--- config.mk ---
export PLATFORM = sky130hd
export DESIGN_NAME = prom_reader
export DESIGN_NICKNAME = d
export VERILOG_FILES = /design/src/rtl/prom_rd_pkg.sv /design/src/rtl/prom_rd_timer.sv /design/src/rtl/prom_rd_pinmux.sv /design/src/rtl/prom_rd_capture.sv /design/src/rtl/prom_reader.sv
export SDC_FILE = /design/constraint.sdc
export NUM_CORES = 1
export LEC_CHECK = 0
export BUFFER_PORTS_ARGS = -buffer_cell sky130_fd_sc_hd__buf_2
export CORE_MARGIN = 4
export CORE_UTILIZATION = 45
export CTS_CLUSTER_SIZE = 8
export DETAILED_ROUTE_END_ITERATION = 10
export GPL_TIMING_DRIVEN = 0
export MAX_ROUTING_LAYER = met4
export PLACE_DENSITY = 0.86
export SYNTH_ARGS = -nofsm -noshare
export SYNTH_HDL_FRONTEND = slang
export SYNTH_SLANG_ARGS = --single-unit
--- constraint.sdc ---
create_clock -name clk -period 1.8 [get_ports clk]
set_input_delay 0.09 -clock clk [delete_from_list [all_inputs] [get_ports clk]]
set_output_delay 0.09 -clock clk [all_outputs]
set_load 0.01 [all_outputs]
--- src/rtl/prom_rd_pkg.sv ---
// Package: shared state encoding and clock-count helpers for the ROM reader.
// Assumes all times are whole nanoseconds and the clock period is non-zero.
package prom_rd_pkg;

    typedef enum logic [1:0] {
        ST_IDLE   = 2'd0,
        ST_ACCESS = 2'd1,
        ST_FLOAT  = 2'd2
    } rd_state_t;

    // Number of whole clocks that covers a time, rounded up.
    function automatic int unsigned clk_ceil(input int unsigned t_ns, input int unsigned per_ns);
        return (t_ns + per_ns - 1) / per_ns;
    endfunction

    function automatic int unsigned max_u(input int unsigned a, input int unsigned b);
        return (a > b) ? a : b;
    endfunction

endpackage

--- src/rtl/prom_rd_timer.sv ---
// Module: phase timer for the ROM reader.
// Counts cycles from a restart. Raises expired once the count equals the
// supplied last value, and holds there until the next restart.
// Assumes last is stable while a phase runs.
module prom_rd_timer #(
    parameter int CNT_W = 4
) (
    input  logic             clk,
    input  logic             rst_n,
    input  logic             restart,
    input  logic [CNT_W-1:0] last,
    output logic             expired
);

    logic [CNT_W-1:0] cnt_q;

    assign expired = (cnt_q == last);

    // Cycle counter: cleared on restart, saturating at the last value.
    always_ff @(posedge clk) begin
        if (!rst_n) begin
            cnt_q <= '0;
        end else if (restart) begin
            cnt_q <= '0;
        end else if (!expired) begin
            cnt_q <= cnt_q + 1'b1;
        end
    end

endmodule

--- src/rtl/prom_rd_pinmux.sv ---
// Module: address and width pins for the ROM reader.
// On load, latches the organisation and the request address. It then splits
// the address onto the ROM address pins and, in byte mode, onto the shared
// top data pin. Assumes load is only raised when the ROM is disabled.
module prom_rd_pinmux #(
    parameter int ADDR_W = 22
) (
    input  logic              clk,
    input  logic              rst_n,
    input  logic              load,
    input  logic              byte_in,
    input  logic [ADDR_W:0]   addr_in,
    output logic [ADDR_W-1:0] rom_addr,
    output logic              wide_sel,
    output logic              msb_out,
    output logic              msb_oe
);

    logic              byte_q;
    logic [ADDR_W:0]   addr_q;

    // Latch the mode and address of an accepted request.
    always_ff @(posedge clk) begin
        if (!rst_n) begin
            byte_q <= 1'b0;
            addr_q <= '0;
        end else if (load) begin
            byte_q <= byte_in;
            addr_q <= addr_in;
        end
    end

    // Route the latched address onto the pins for the latched organisation.
    always_comb begin
        if (byte_q) begin
            rom_addr = addr_q[ADDR_W:1];
            msb_out  = addr_q[0];
        end else begin
            rom_addr = addr_q[ADDR_W-1:0];
            msb_out  = 1'b0;
        end
    end

    assign wide_sel = ~byte_q;
    assign msb_oe   = byte_q;

endmodule

--- src/rtl/prom_rd_capture.sv ---
// Module: data capture for the ROM reader.
// On strobe, registers the bus, keeping only the low lane in byte mode and
// zero-filling the rest. Emits a one-cycle valid.
// Assumes the bus is settled in the strobe cycle.
module prom_rd_capture #(
    parameter int DATA_W = 16
) (
    input  logic              clk,
    input  logic              rst_n,
    input  logic              strobe,
    input  logic              byte_sel,
    input  logic [DATA_W-1:0] dq_in,
    output logic              valid,
    output logic [DATA_W-1:0] data
);

    localparam int LANE_W = DATA_W / 2;

    logic [DATA_W-1:0] masked;

    // Per-bit lane selection: upper lane is dropped in byte mode.
    for (genvar g = 0; g < DATA_W; g++) begin : g_lane
        if (g < LANE_W) begin : g_low
            assign masked[g] = dq_in[g];
        end else begin : g_high
            assign masked[g] = dq_in[g] & ~byte_sel;
        end
    end

    // Register the result and pulse valid for the strobe cycle only.
    always_ff @(posedge clk) begin
        if (!rst_n) begin
            valid <= 1'b0;
            data  <= '0;
        end else begin
            valid <= strobe;
            if (strobe) begin
                data <= masked;
            end
        end
    end

endmodule

--- src/rtl/prom_reader.sv ---
// Module: read controller for an asynchronous parallel ROM with selectable
// word or byte organisation. Accepts a held request, enables the ROM for a
// clock count covering every access time, captures the bus, then holds a
// float interval before the next access.
// Assumes req_addr and byte_mode are stable while req_valid waits.
module prom_reader
    import prom_rd_pkg::*;
#(
    parameter int CLK_PERIOD_NS = 10,
    parameter int T_ADDR_NS     = 100,
    parameter int T_CE_NS       = 100,
    parameter int T_OE_NS       = 50,
    parameter int T_CYCLE_NS    = 100,
    parameter int T_FLOAT_NS    = 20,
    parameter int ADDR_W        = 22,
    parameter int DATA_W        = 16
) (
    input  logic              clk,
    input  logic              rst_n,
    input  logic              req_valid,
    output logic              req_ready,
    input  logic [ADDR_W:0]   req_addr,
    input  logic              byte_mode,
    output logic              rsp_valid,
    output logic [DATA_W-1:0] rsp_data,
    output logic [ADDR_W-1:0] rom_addr_o,
    output logic              rom_ce_n,
    output logic              rom_oe_n,
    output logic              rom_wide_o,
    input  logic [DATA_W-1:0] rom_dq_i,
    output logic              rom_msb_o,
    output logic              rom_msb_oe
);

    localparam int unsigned ACC_RAW = max_u(
        max_u(clk_ceil(T_ADDR_NS, CLK_PERIOD_NS), clk_ceil(T_CE_NS, CLK_PERIOD_NS)),
        max_u(clk_ceil(T_OE_NS, CLK_PERIOD_NS), clk_ceil(T_CYCLE_NS, CLK_PERIOD_NS)));
    localparam int unsigned ACC_CYC = max_u(ACC_RAW, 1);
    localparam int unsigned FLT_CYC = max_u(clk_ceil(T_FLOAT_NS, CLK_PERIOD_NS), 1);
    localparam int          CNT_W   = $clog2(max_u(ACC_CYC, FLT_CYC) + 1);
    localparam logic [CNT_W-1:0] ACC_LAST = CNT_W'(ACC_CYC - 1);
    localparam logic [CNT_W-1:0] FLT_LAST = CNT_W'(FLT_CYC - 1);

    rd_state_t        state_q;
    logic             accept;
    logic             phase_done;
    logic             access_end;
    logic             timer_restart;
    logic [CNT_W-1:0] timer_last;
    logic             byte_live;

    assign req_ready     = (state_q == ST_IDLE);
    assign accept        = req_ready & req_valid;
    assign access_end    = (state_q == ST_ACCESS) & phase_done;
    assign timer_restart = accept | access_end;
    assign timer_last    = (state_q == ST_ACCESS) ? ACC_LAST : FLT_LAST;
    assign byte_live     = ~rom_wide_o;

    // Sequencer: idle -> enabled access -> float -> idle, with enables registered.
    always_ff @(posedge clk) begin
        if (!rst_n) begin
            state_q  <= ST_IDLE;
            rom_ce_n <= 1'b1;
            rom_oe_n <= 1'b1;
        end else begin
            unique case (state_q)
                ST_IDLE: begin
                    if (req_valid) begin
                        state_q  <= ST_ACCESS;
                        rom_ce_n <= 1'b0;
                        rom_oe_n <= 1'b0;
                    end
                end
                ST_ACCESS: begin
                    if (phase_done) begin
                        state_q  <= ST_FLOAT;
                        rom_ce_n <= 1'b1;
                        rom_oe_n <= 1'b1;
                    end
                end
                ST_FLOAT: begin
                    if (phase_done) begin
                        state_q <= ST_IDLE;
                    end
                end
                default: begin
                    state_q  <= ST_IDLE;
                    rom_ce_n <= 1'b1;
                    rom_oe_n <= 1'b1;
                end
            endcase
        end
    end

    prom_rd_timer #(
        .CNT_W (CNT_W)
    ) u_timer (
        .clk     (clk),
        .rst_n   (rst_n),
        .restart (timer_restart),
        .last    (timer_last),
        .expired (phase_done)
    );

    prom_rd_pinmux #(
        .ADDR_W (ADDR_W)
    ) u_pinmux (
        .clk      (clk),
        .rst_n    (rst_n),
        .load     (accept),
        .byte_in  (byte_mode),
        .addr_in  (req_addr),
        .rom_addr (rom_addr_o),
        .wide_sel (rom_wide_o),
        .msb_out  (rom_msb_o),
        .msb_oe   (rom_msb_oe)
    );

    prom_rd_capture #(
        .DATA_W (DATA_W)
    ) u_capture (
        .clk      (clk),
        .rst_n    (rst_n),
        .strobe   (access_end),
        .byte_sel (byte_live),
        .dq_in    (rom_dq_i),
        .valid    (rsp_valid),
        .data     (rsp_data)
    );

    // Checker support: length of the current run of enabled cycles.
    logic [CNT_W:0] low_run_q;
    always_ff @(posedge clk) begin
        if (!rst_n) begin
            low_run_q <= '0;
        end else if (!rom_ce_n) begin
            low_run_q <= low_run_q + 1'b1;
        end else begin
            low_run_q <= '0;
        end
    end

    AST_READY_ONLY_IDLE: assert property (@(posedge clk) disable iff (!rst_n)
        req_ready |-> (rom_ce_n && rom_oe_n));
    AST_OE_NEEDS_CE: assert property (@(posedge clk) disable iff (!rst_n)
        !rom_oe_n |-> !rom_ce_n);
    AST_ACCESS_LEN: assert property (@(posedge clk) disable iff (!rst_n)
        $rose(rom_ce_n) |-> (low_run_q == (CNT_W+1)'(ACC_CYC)));
    AST_VALID_ONE_CYCLE: assert property (@(posedge clk) disable iff (!rst_n)
        rsp_valid |=> !rsp_valid);
    AST_VALID_AT_RELEASE: assert property (@(posedge clk) disable iff (!rst_n)
        rsp_valid |-> $rose(rom_ce_n));
    AST_BYTE_UPPER_ZERO: assert property (@(posedge clk) disable iff (!rst_n)
        (rsp_valid && !rom_wide_o) |-> (rsp_data[DATA_W-1:DATA_W/2] == '0));
    AST_FLOAT_GAP: assert property (@(posedge clk) disable iff (!rst_n)
        $rose(rom_ce_n) |=> (rom_ce_n && !req_ready));
    AST_PINS_HELD: assert property (@(posedge clk) disable iff (!rst_n)
        (!rom_ce_n && $past(!rom_ce_n)) |->
            ($stable(rom_addr_o) && $stable(rom_msb_o) && $stable(rom_wide_o)));

endmodule

Word-level counts from Yosys, hierarchy flattened
Index checks and enable logic that the tools add are counted.
Word-level totals
  register bits: 48
  input port bits: 43
  output and inout port bits: 45
  word-level logic and storage cells: 42
Operators by class
  add/sub/neg operators: 1
  equality and inequality tests: 6
  mux-type cells: 10
  bitwise gates (word level): 14
  reduce and logical (&&, ||, !) cells: 4
Operators with widths (count)
  $mux 22: 1
  $and 1x1->1: 10
  $mux 2: 3
  $ne 2x2->1 const B: 3
  $pmux 2 s3: 1
  $reduce_and 3->1: 2
  $add 4x1->4 const B: 1
  $eq 4x4->1: 1
  $mux 4: 1
  $mux 1: 3
  $not 1->1: 3
  $pmux 1 s3: 1
  $eq 2x1->1 const B: 1
  $eq 2x2->1 const B: 1
  $logic_not 2->1: 1
  $reduce_or 2->1: 1
  $or 1x1->1: 1

Longest topological paths before layout
Gate-level depths: netlist of run 1.
  depth after elaboration: 6
  mapped depth: 7
  gate-level depth less buffers: 6

Hierarchy
A second synthesis of run 1 with hierarchy kept.
Unflattened totals
  cells, all modules: 214
  area total of the unflattened synthesis: 2344.7 µm²
Modules (own cells, without submodules)
  prom_rd_pinmux: times used 1, cells each 104, area an instance 1291.2 µm²
  prom_rd_capture: times used 1, cells each 64, area an instance 661.9 µm²
  prom_rd_timer: times used 1, cells each 23, area an instance 222.7 µm²
  prom_reader: times used 1, cells each 23, area an instance 168.9 µm²

Worst setup path before layout of run 1
OpenSTA, ideal clock, no wires.
  path type: register to register
  start point: register u_timer.cnt_q[0]
  end point: register u_capture.data[0]
  arrival: 1.353 ns
  path slack: 0.330 ns
  cell stages (with the launch flop): 6
  cell sequence: dfxtp_1 -> ha_1 -> nor2b_1 -> a31oi_4 -> buf_4 -> a22o_1
Between the ends
  cells in the longest elaborated chain, start to end: 2
Ends and longest elaborated chain
  start, declared: line prom_rd_timer.sv:15  | logic [CNT_W-1:0] cnt_q;
  start signal, assigned: line prom_rd_timer.sv:26  | cnt_q <= cnt_q + 1'b1;
  $eq 4x4->1: line prom_rd_timer.sv:17  | assign expired = (cnt_q == last);
  $and 1x1->1: line prom_reader.sv:54  | assign access_end = (state_q == ST_ACCESS) & phase_done;
  end signal, assigned: line prom_rd_capture.sv:38  | data <= masked;
  end, declared: line prom_rd_capture.sv:14  | output logic [DATA_W-1:0] data
Every way passes these cells.
A chain may end at the register's enable or synchronous reset.

Final worst setup path of run 1
  start point: register u_timer.cnt_q[1]
  end point: register u_timer.cnt_q[0]
Between the ends
  cells in the longest elaborated chain, start to end: 4
Ends and longest elaborated chain
  $eq 4x4->1 (*): line prom_rd_timer.sv:17
  $and 1x1->1: line prom_reader.sv:54
  $or 1x1->1: line prom_reader.sv:55  | assign timer_restart = accept | access_end;
  $reduce_or 2->1 (no line)
Every way passes the cells marked *; elsewhere a longest branch is shown, timed or not.

==> flow_summary.json, run 1 <==
{
  "status": "complete, no violations",
  "clkLatencyLatePin_ns": 0.30,
  "reg2regPathDepth": 7,
  "wl_met2_mm": 2.52,
  "clock_sinks": 48,
  "die_area_sq_um": 5480,
  "viasPerCell": 5.07,
  "area_growth_pct": 38.1,
  "drc": 0,
  "ys.warnings.count": 0,
  "coreArea_sq_um": 4120,
  "total_power_mw": 2.27,
  "yosysSeqAreaShare": 0.489,
  "dpl.cell_count": 343,
  "worstHoldPathType": "in -> reg",
  "grt_use_total": 0.190,
  "portBuffers": 87,
  "die_height_um": 74.1,
  "synth_area_sq_um": 1960,
  "hold_viol": 0,
  "first_global_vias": 1727,
  "numCtsBuffers": 5,
  "antenna_found_initial": 0,
  "slew_headroom": 0.676,
  "synth_edf_count": 0,
  "top_layer_used": "met4",
  "fillers": 337,
  "startpoint": "u_timer.cnt_q[1]",
  "synth-async-reset-ratio": 0,
  "setup_viol": 0,
  "critPathLaunchType": "register",
  "cts_tree": "done",
  "layout.cells.non_filler": 363,
  "max_cap_viol_count": 0,
  "r2r-start": "u_timer.cnt_q[1]",
  "cp.required_ns": 2.04,
  "power.leakage_nw": 1.29,
  "whs_path_depth": 2,
  "grt_pass1_wl_mm": 7.85,
  "die_w_um": 74.1,
  "period_needed_ns": 1.72,
  "clockRootBuffer": "clkbuf_8",
  "drive_above_1_share": 0.425,
  "place_hpwl_mm": 3.62,
  "io_pins": 88,
  "post_drt_wl_per_cell_um": 14.0,
  "placementRows": 23,
  "rsz0062_at_grt": "false",
  "nets": 357,
  "grt_max_degree": 17,
  "cts_buffer_depth": 2,
  "ys.flop_type": "dfxtp_1",
  "synthDistinctLibCells": 31,
  "finalSetupTns_ns": 0,
  "syn_area_per_cell_sq_um": 9.53,
  "h-tree-depth": 2,
  "worstPathMaxFanout": 10,
  "met3WireLength_um": 329,
  "critical_path_class": "reg -> reg",
  "clkSlewWorstSetupHoldPaths_ns": 0.10,
  "drt_iter0_markers": 77,
  "setup_ws_ns": 0.0838,
  "power_per_cell_area_nw_per_um2": 837,
  "synth-seq-cells": 48,
  "arrival_ns": 1.96,
  "place_congestion": 0.743,
  "synth_nets": 251,
  "dr_total_vias": 1842,
  "tightest_slew_ns": 0.484,
  "wirelength_mm": 5.10,
  "final_antenna_net_count": 0,
  "netlist_instances": 206,
  "vdd_ir_drop_max_uv": 641,
  "min-delay-start": "rom_dq_i[6]",
  "diodes": 0,
  "maxSlewViolCount": 0,
  "overflow": 0,
  "wl_met1_mm": 2.20,
  "crit_path_end_kind": "register",
  "skew_ns": 0.0108,
  "firstDrtPassIters": 4,
  "min_period_over_period": 0.953,
  "place_ws_ns": 0.0766,
  "initial_utilization": 0.477,
  "fmax_ghz": 0.583
}
cell families (layout without fill, tap and decap cells):
kind of cell             Yosys count  after routing  synth area share
flip-flops                        48             48             0.489
adder cells (fa/ha/maj)            2              2            0.0127
AO/OA/AOI/OAI                     48             48             0.168
AND/OR/NAND/NOR                   66             66             0.150
buffers and inverters             17            124            0.0402
XOR/XNOR                           3              3            0.0134
multiplexers                      22             22             0.126
final cells by class:
type / instances / area (sq um) / share of cell area
Buffer: 12 / 66.3 / 0.0245
Clock buffer: 5 / 68.8 / 0.0254
Clock inverter: 3 / 47.5 / 0.0175
Inverter: 5 / 18.8 / 0.00692
Multi-Input combinational cell: 141 / 931 / 0.343
Sequential cell: 48 / 961 / 0.354
Tap cell: 50 / 62.6 / 0.0231
Timing Repair Buffer: 99 / 556 / 0.205
cells in the mapped netlist, types with 2 or more instances:
cell	count	area (sq um)
buf_4	2	15.0
ha_1	2	25.0
nand2b_1	2	12.5
nor3_1	2	10.0
inv_1	3	11.3
dfxtp_1	48	961
clkbuf_1	3	11.3
xnor2_1	3	26.3
mux2_2	22	248
nand2_1	50	188
a22o_1	16	140
a21oi_1	26	130
inv_2	2	7.51
buf_2	6	30.0
nor2_1	3	11.3
where the power goes:
part | leakage [nW] | total [mW] | switching [mW] | internal [mW]
Clock | 0.0583 | 0.788 | 0.370 | 0.418
Combinational | 0.837 | 0.343 | 0.174 | 0.169
Sequential | 0.391 | 1.14 | 0.0337 | 1.10
worst paths after layout:
path              slack [ns]                  end
setup / recovery        0.08     u_timer.cnt_q[0]
hold / removal          0.01    u_capture.data[6]
setup reg to reg        0.08     u_timer.cnt_q[0]
hold reg to reg         0.47  u_pinmux.addr_q[22]
worst max-delay path: stages, from the launching register on:
cell,delay (ns)
dfxtp_1,0.42
inv_1,0.07
ha_1,0.20
nor2b_2,0.18
a31oi_4,0.32
buf_4,0.24
o311ai_1,0.10
a21oi_1,0.11
state kept, by name, indices dropped and copies added, names as in the netlist:
register,flops
u_timer.cnt_q,4
rom_oe_n,1
u_pinmux.msb_oe,1
u_capture.data,16
state_q,2
u_pinmux.addr_q,23
u_capture.valid,1
what timing repair did:
item | CTS | global route
gates resized for setup | 1 | 5
buffers inserted | 0 | 0
hold endpoints to repair | 12 | 0
endpoints found under the setup margin | 7 | 18
hold buffers | 12 | 0
per-stage QoR:
stage                util  hold slack, ns  cell area, sq um
finish              0.659         0.00990              2710
global route        0.659         0.00498              2710
CTS                 0.656         0.00266              2700
detailed placement  0.598           0.305              2460
global placement    0.598           0.299              2460
floorplan               -           0.215              1960
cell usage in the layout (no fill, tap or decap), types with 2 or more instances in the layout:
| master | n |
|---|---|
| nand2_1 | 50 |
| xnor2_1 | 3 |
| dlygate4sd3_1 | 12 |
| buf_2 | 92 |
| a21oi_1 | 26 |
| buf_4 | 3 |
| inv_2 | 2 |
| dfxtp_1 | 48 |
| nor3_1 | 2 |
| a22o_1 | 16 |
| nand2b_1 | 2 |
| inv_1 | 3 |
| nor2_1 | 3 |
| clkbuf_8 | 5 |
| mux2_2 | 22 |
| clkbuf_1 | 3 |
| clkinv_4 | 2 |
| ha_1 | 2 |
layer usage:
metal  vias up  GRT usage
met1       858      0.216
met3         4     0.0419
met2        55      0.335
li1        925          -
met4         0     0.0543
met5         -          -
(Power assumes the default switching activity.)
==> run 2, diff against run 1 <==
--- a/config.mk
+++ b/config.mk
@@ -6,13 +6,13 @@
 export NUM_CORES = 1
 export LEC_CHECK = 0
 export BUFFER_PORTS_ARGS = -buffer_cell sky130_fd_sc_hd__buf_2
-export CORE_MARGIN = 4
-export CORE_UTILIZATION = 45
+export CORE_MARGIN = 2
+export CORE_UTILIZATION = 40
 export CTS_CLUSTER_SIZE = 8
 export DETAILED_ROUTE_END_ITERATION = 10
 export GPL_TIMING_DRIVEN = 0
 export MAX_ROUTING_LAYER = met4
-export PLACE_DENSITY = 0.86
+export PLACE_DENSITY = 0.79
 export SYNTH_ARGS = -nofsm -noshare
 export SYNTH_HDL_FRONTEND = slang
 export SYNTH_SLANG_ARGS = --single-unit
==> run 2 against run 1 <==
Against the previous run: fmax is 0.77% higher; sequential share of layout area about the same; highest routed layer unchanged; clock skew shrank 0.0045 ns.
==> flow_summary.json, run 2 (same netlist as run 1, synthesis figures left out) <==
{
  "critical_path_class": "reg -> out",
  "clkSlewWorstSetupHoldPaths_ns": 0.09,
  "worstPathMaxFanout": 10,
  "arrival_ns": 1.61,
  "max_cap_viol_count": 0,
  "multiInputGateArea_sq_um": 931,
  "nets": 357,
  "cts_tree": "done",
  "seq_area_sq_um": 961,
  "clockRootBuffer": "clkbuf_8",
  "power_per_cell_area_nw_per_um2": 783,
  "r2r-end": "u_capture.data[15]",
  "period_needed_ns": 1.70,
  "h-tree-depth": 2,
  "post_drt_wl_per_cell_um": 13.0,
  "cts_buffer_depth": 2,
  "tightest_slew_ns": 0.459,
  "whs_path_depth": 2,
  "io_pins": 88,
  "critPathLaunchType": "register",
  "setup_ws_ns": 0.0970,
  "crit_path_end_kind": "primary output",
  "min_period_over_period": 0.946,
  "regMostFlops": "u_pinmux.addr_q",
  "drive_above_1_share": 0.425,
  "hold_viol": 0,
  "largest_reg_flops": 23,
  "antenna_found_initial": 0,
  "place_hpwl_mm": 3.45,
  "overflow": 0,
  "numCtsBuffers": 5,
  "worstHoldPathType": "in -> reg",
  "drc": 0,
  "fmax_ghz": 0.587,
  "clkLatencyLatePin_ns": 0.30,
  "portBuffers": 87,
  "place_ws_ns": 0.0113,
  "clock_sinks": 48,
  "firstDrtPassIters": 4,
  "final_antenna_net_count": 0,
  "status": "complete, no violations",
  "setup_viol": 0,
  "power.leakage_nw": 1.27,
  "area_growth_pct": 38.0,
  "placementRows": 25,
  "wirelength_mm": 4.95,
  "startpoint": "u_pinmux.msb_oe",
  "reg2regPathDepth": 5,
  "die_height_um": 74.1,
  "hold_ws_ns": 0.00629,
  "mostFrequentLayoutCell": "buf_2",
  "fillers": 414,
  "rsz0062_at_grt": "false",
  "viasPerCell": 4.80,
  "initial_utilization": 0.416,
  "reg2reg_slack_ns": 0.14,
  "finalSetupTns_ns": 0,
  "diodes": 0,
  "first_global_vias": 1695,
  "drt_iter0_markers": 88,
  "top_regs": "u_pinmux.addr_q x23, u_capture.data x16, u_timer.cnt_q x4",
  "grt_max_degree": 17,
  "vdd_ir_drop_max_uv": 471,
  "die_area_sq_um": 5480,
  "total_power_mw": 2.12,
  "cp.required_ns": 1.71,
  "dr_total_vias": 1824,
  "die_w_um": 74.1,
  "crit_path_end": "rom_addr_o[12]",
  "maxSlewViolCount": 0,
  "grt_pass1_wl_mm": 7.65,
  "grt_use_total": 0.187,
  "final_cell_mix": "buf_2 (92), nand2_1 (50), dfxtp_1 (48)",
  "post-route-util": 0.574,
  "coreArea_sq_um": 4720,
  "r2r-start": "u_timer.cnt_q[0]",
  "skew_ns": 0.00631,
  "place_congestion": 0.727,
  "slew_headroom": 0.694
}
run 2: cell types whose count changed in the layout (fill, tap and decap cells not counted), sizes merged:
cell	before	now
clkinvlp	0	2
bufinv	1	0
clkinv	2	1
run 2: worst max-delay path: stages, from the launching register on:
cell      delay, ns
dfxtp_1        0.33
buf_2          0.23
clkbuf_4       0.27
mux2_2         0.35
buf_2          0.14
run 2: worst min-delay path by stage:
stage | startpoint | endpoint | slack (ns)
after floorplan | rom_dq_i[0] | u_capture.data[0] | 0.22
after global placement | rom_dq_i[9] | u_capture.data[9] | 0.30
after detailed placement | rom_dq_i[1] | u_capture.data[1] | 0.30
after CTS | rom_dq_i[8] | u_capture.data[8] | 0.0008
after global routing | rom_dq_i[8] | u_capture.data[8] | 0.001
final | rom_dq_i[8] | u_capture.data[8] | 0.006
run 2: timing repair:
| item | CTS | global route |
|---|---|---|
| endpoints found under the setup margin | 9 | 24 |
| pin swaps | 0 | 1 |
| hold buffers | 12 | 0 |
| endpoints found under the hold margin | 12 | 0 |
| resized for setup | 3 | 2 |
| buffers inserted | 0 | 0 |
run 2: per-stage QoR:
step	instance area, sq um	instances
3_5_place_dp	2480	360
6_report	2710	380
5_1_grt	2710	380
4_1_cts	2700	380
2_1_floorplan	1960	206
3_3_place_gp	2480	360
run 2: power by group:
part           internal [mW]  switching (mW)  total [mW]
clock network          0.275           0.366       0.642
registers               1.10          0.0324        1.14
logic                  0.170           0.173       0.343
total                   1.55           0.571        2.12
run 2: area by class of cell:
class / count / share of cell area
buffer: 12 / 0.0245
clock buffer: 5 / 0.0254
clock inverter: 3 / 0.00878
inverter: 5 / 0.00693
multi-input combinational: 141 / 0.344
sequential: 48 / 0.355
tap: 67 / 0.0309
timing repair buffer: 99 / 0.205
run 2: metal layers:
| metal | up-vias | GRT usage | part of all wire |
|---|---|---|---|
| met3 | 4 | 0.0447 | 0.060 |
| met5 | - | - | 0 |
| met4 | 0 | 0.0505 | 0.011 |
| met1 | 822 | 0.224 | 0.43 |
| met2 | 71 | 0.313 | 0.49 |
| li1 | 927 | - | - |
==> run 3, diff against run 2 <==
--- a/config.mk
+++ b/config.mk
@@ -11,8 +11,8 @@
 export CTS_CLUSTER_SIZE = 8
 export DETAILED_ROUTE_END_ITERATION = 10
 export GPL_TIMING_DRIVEN = 0
-export MAX_ROUTING_LAYER = met4
 export PLACE_DENSITY = 0.79
+export SLEW_MARGIN = 0
 export SYNTH_ARGS = -nofsm -noshare
 export SYNTH_HDL_FRONTEND = slang
 export SYNTH_SLANG_ARGS = --single-unit
==> run 3 against run 2 <==
Against the previous run: cell area unchanged; flip-flop and latch count did not move; final cell count did not move; global-route usage decreased by 0.60 points; via count shrank 0.82%; critical endpoint unchanged.
==> flow_summary.json, run 3 (same netlist as run 1, synthesis figures left out) <==
{
  "mostFrequentLayoutCell": "buf_2",
  "worstHoldPathType": "in -> reg",
  "io_pins": 88,
  "diodes": 0,
  "rsz0062_at_grt": "false",
  "regMostFlops": "u_pinmux.addr_q",
  "clkLatencyLatePin_ns": 0.30,
  "place_ws_ns": 0.0113,
  "critical_path_class": "reg -> out",
  "hold_viol": 0,
  "reg2reg_slack_ns": 0.14,
  "area_growth_pct": 38.0,
  "power.leakage_nw": 1.27,
  "place_hpwl_mm": 3.45,
  "setup_ws_ns": 0.0990,
  "initial_utilization": 0.416,
  "viasPerCell": 4.76,
  "tightest_slew_ns": 0.457,
  "r2r-end": "u_capture.data[15]",
  "drive_above_1_share": 0.425,
  "overflow": 0,
  "clock_sinks": 48,
  "numCtsBuffers": 5,
  "whs_endpoint": "u_capture.data[8]",
  "grt_max_degree": 17,
  "r2r-start": "u_timer.cnt_q[0]",
  "status": "complete, no violations",
  "cts_tree": "done",
  "wirelength_mm": 4.94,
  "fillers": 414,
  "cts_buffer_depth": 2,
  "min-delay-start": "rom_dq_i[8]",
  "vdd_ir_drop_max_uv": 471,
  "grt_use_total": 0.181,
  "final_cell_mix": "buf_2 (92), nand2_1 (50), dfxtp_1 (48)",
  "reg2regPathDepth": 5,
  "die_w_um": 74.1,
  "clkSlewWorstSetupHoldPaths_ns": 0.09,
  "nets": 357,
  "min_period_over_period": 0.945,
  "final_antenna_net_count": 0,
  "power_per_cell_area_nw_per_um2": 783,
  "crit_chain": "buf_2 -> clkbuf_4 -> mux2_2 -> buf_2",
  "die_height_um": 74.1,
  "cp.required_ns": 1.71,
  "grt_pass1_wl_mm": 7.64,
  "critPathLaunchType": "register",
  "layout.cells.non_filler": 380,
  "placementRows": 25,
  "place_congestion": 0.719,
  "whs_path_depth": 2,
  "slew_headroom": 0.696,
  "critPathSlowestCell": "mux2_2",
  "drt_iter0_markers": 81,
  "largest_reg_flops": 23,
  "dpl.cell_count": 360,
  "coreArea_sq_um": 4720,
  "cts_setup_buffers": 0,
  "first_global_vias": 1696,
  "portBuffers": 87,
  "max_cap_viol_count": 0,
  "maxSlewViolCount": 0,
  "crit_path_end_kind": "primary output",
  "antenna_found_initial": 0,
  "clockRootBuffer": "clkbuf_8",
  "period_needed_ns": 1.70,
  "drc": 0,
  "cp_slowest_stage_delay_ns": 0.35,
  "hold_ws_ns": 0.00641,
  "arrival_ns": 1.61,
  "post_drt_wl_per_cell_um": 13.0,
  "finalSetupTns_ns": 0,
  "fmax_ghz": 0.588,
  "dr_total_vias": 1809,
  "setup_viol": 0,
  "top_regs": "u_pinmux.addr_q x23, u_capture.data x16, u_timer.cnt_q x4",
  "firstDrtPassIters": 4,
  "skew_ns": 0.00628,
  "h-tree-depth": 2,
  "worstPathMaxFanout": 10,
  "die_area_sq_um": 5480,
  "cp_common_cell": "buf_2"
}
-- run 3: repair_timing --
action	CTS	global route
hold buffers	12	0
gates cloned	0	0
endpoints found under the hold margin	12	0
endpoints found under the setup margin	9	22
resized for setup	3	2
pin swaps	0	1
-- run 3: worst max-delay path by stage --
stage | from | end | slack, ns
6_report | u_pinmux.msb_oe | rom_addr_o[12] | 0.1
4_1_cts | u_pinmux.msb_oe | rom_addr_o[18] | 0.03
5_1_grt | u_pinmux.msb_oe | rom_addr_o[18] | 0.01
3_5_place_dp | u_timer.cnt_q[0] | u_capture.data[15] | 0.01
3_3_place_gp | u_timer.cnt_q[0] | u_capture.data[15] | 0.08
2_1_floorplan | u_timer.cnt_q[0] | u_capture.data[0] | 0.33
-- run 3: where the power goes --
| group | internal [mW] | switching (mW) |
|---|---|---|
| registers | 1.10 | 0.0323 |
| logic | 0.170 | 0.172 |
| clock network | 0.275 | 0.368 |
-- run 3: routing by layer --
layer | up-vias | global-route usage | wire, um | share of wire
met5 | - | 0 | 0 | 0
met4 | 0 | 0.0505 | 54 | 0.011
met3 | 4 | 0.0447 | 294 | 0.059
met2 | 64 | 0.314 | 2450 | 0.50
met1 | 815 | 0.222 | 2140 | 0.43
li1 | 926 | - | - | -
-- run 3: worst max-delay path, delay by kind of cell, from the launching register on --
family,cells,cell delay (ns)
DFF,1,0.33
buffers and inverters,3,0.64
muxes,1,0.35
-- run 3: layout make-up --
cell class                      instances  area [sq um]  share of cell area
Clock inverter                          3          23.8             0.00878
Timing Repair Buffer                   99           556               0.205
Inverter                                5          18.8             0.00693
Clock buffer                            5          68.8              0.0254
Multi-Input combinational cell        141           931               0.344
Sequential cell                        48           961               0.355
Tap cell                               67          83.8              0.0309
Buffer                                 12          66.3              0.0245
-- run 3: through the flow --
step	util	power, mW	cell area (sq um)
global placement	0.526	1.47	2480
finish	0.574	2.12	2710
CTS	0.572	2.15	2700
floorplan	-	1.35	1960
detailed placement	0.526	1.48	2480
global route	0.574	2.23	2710
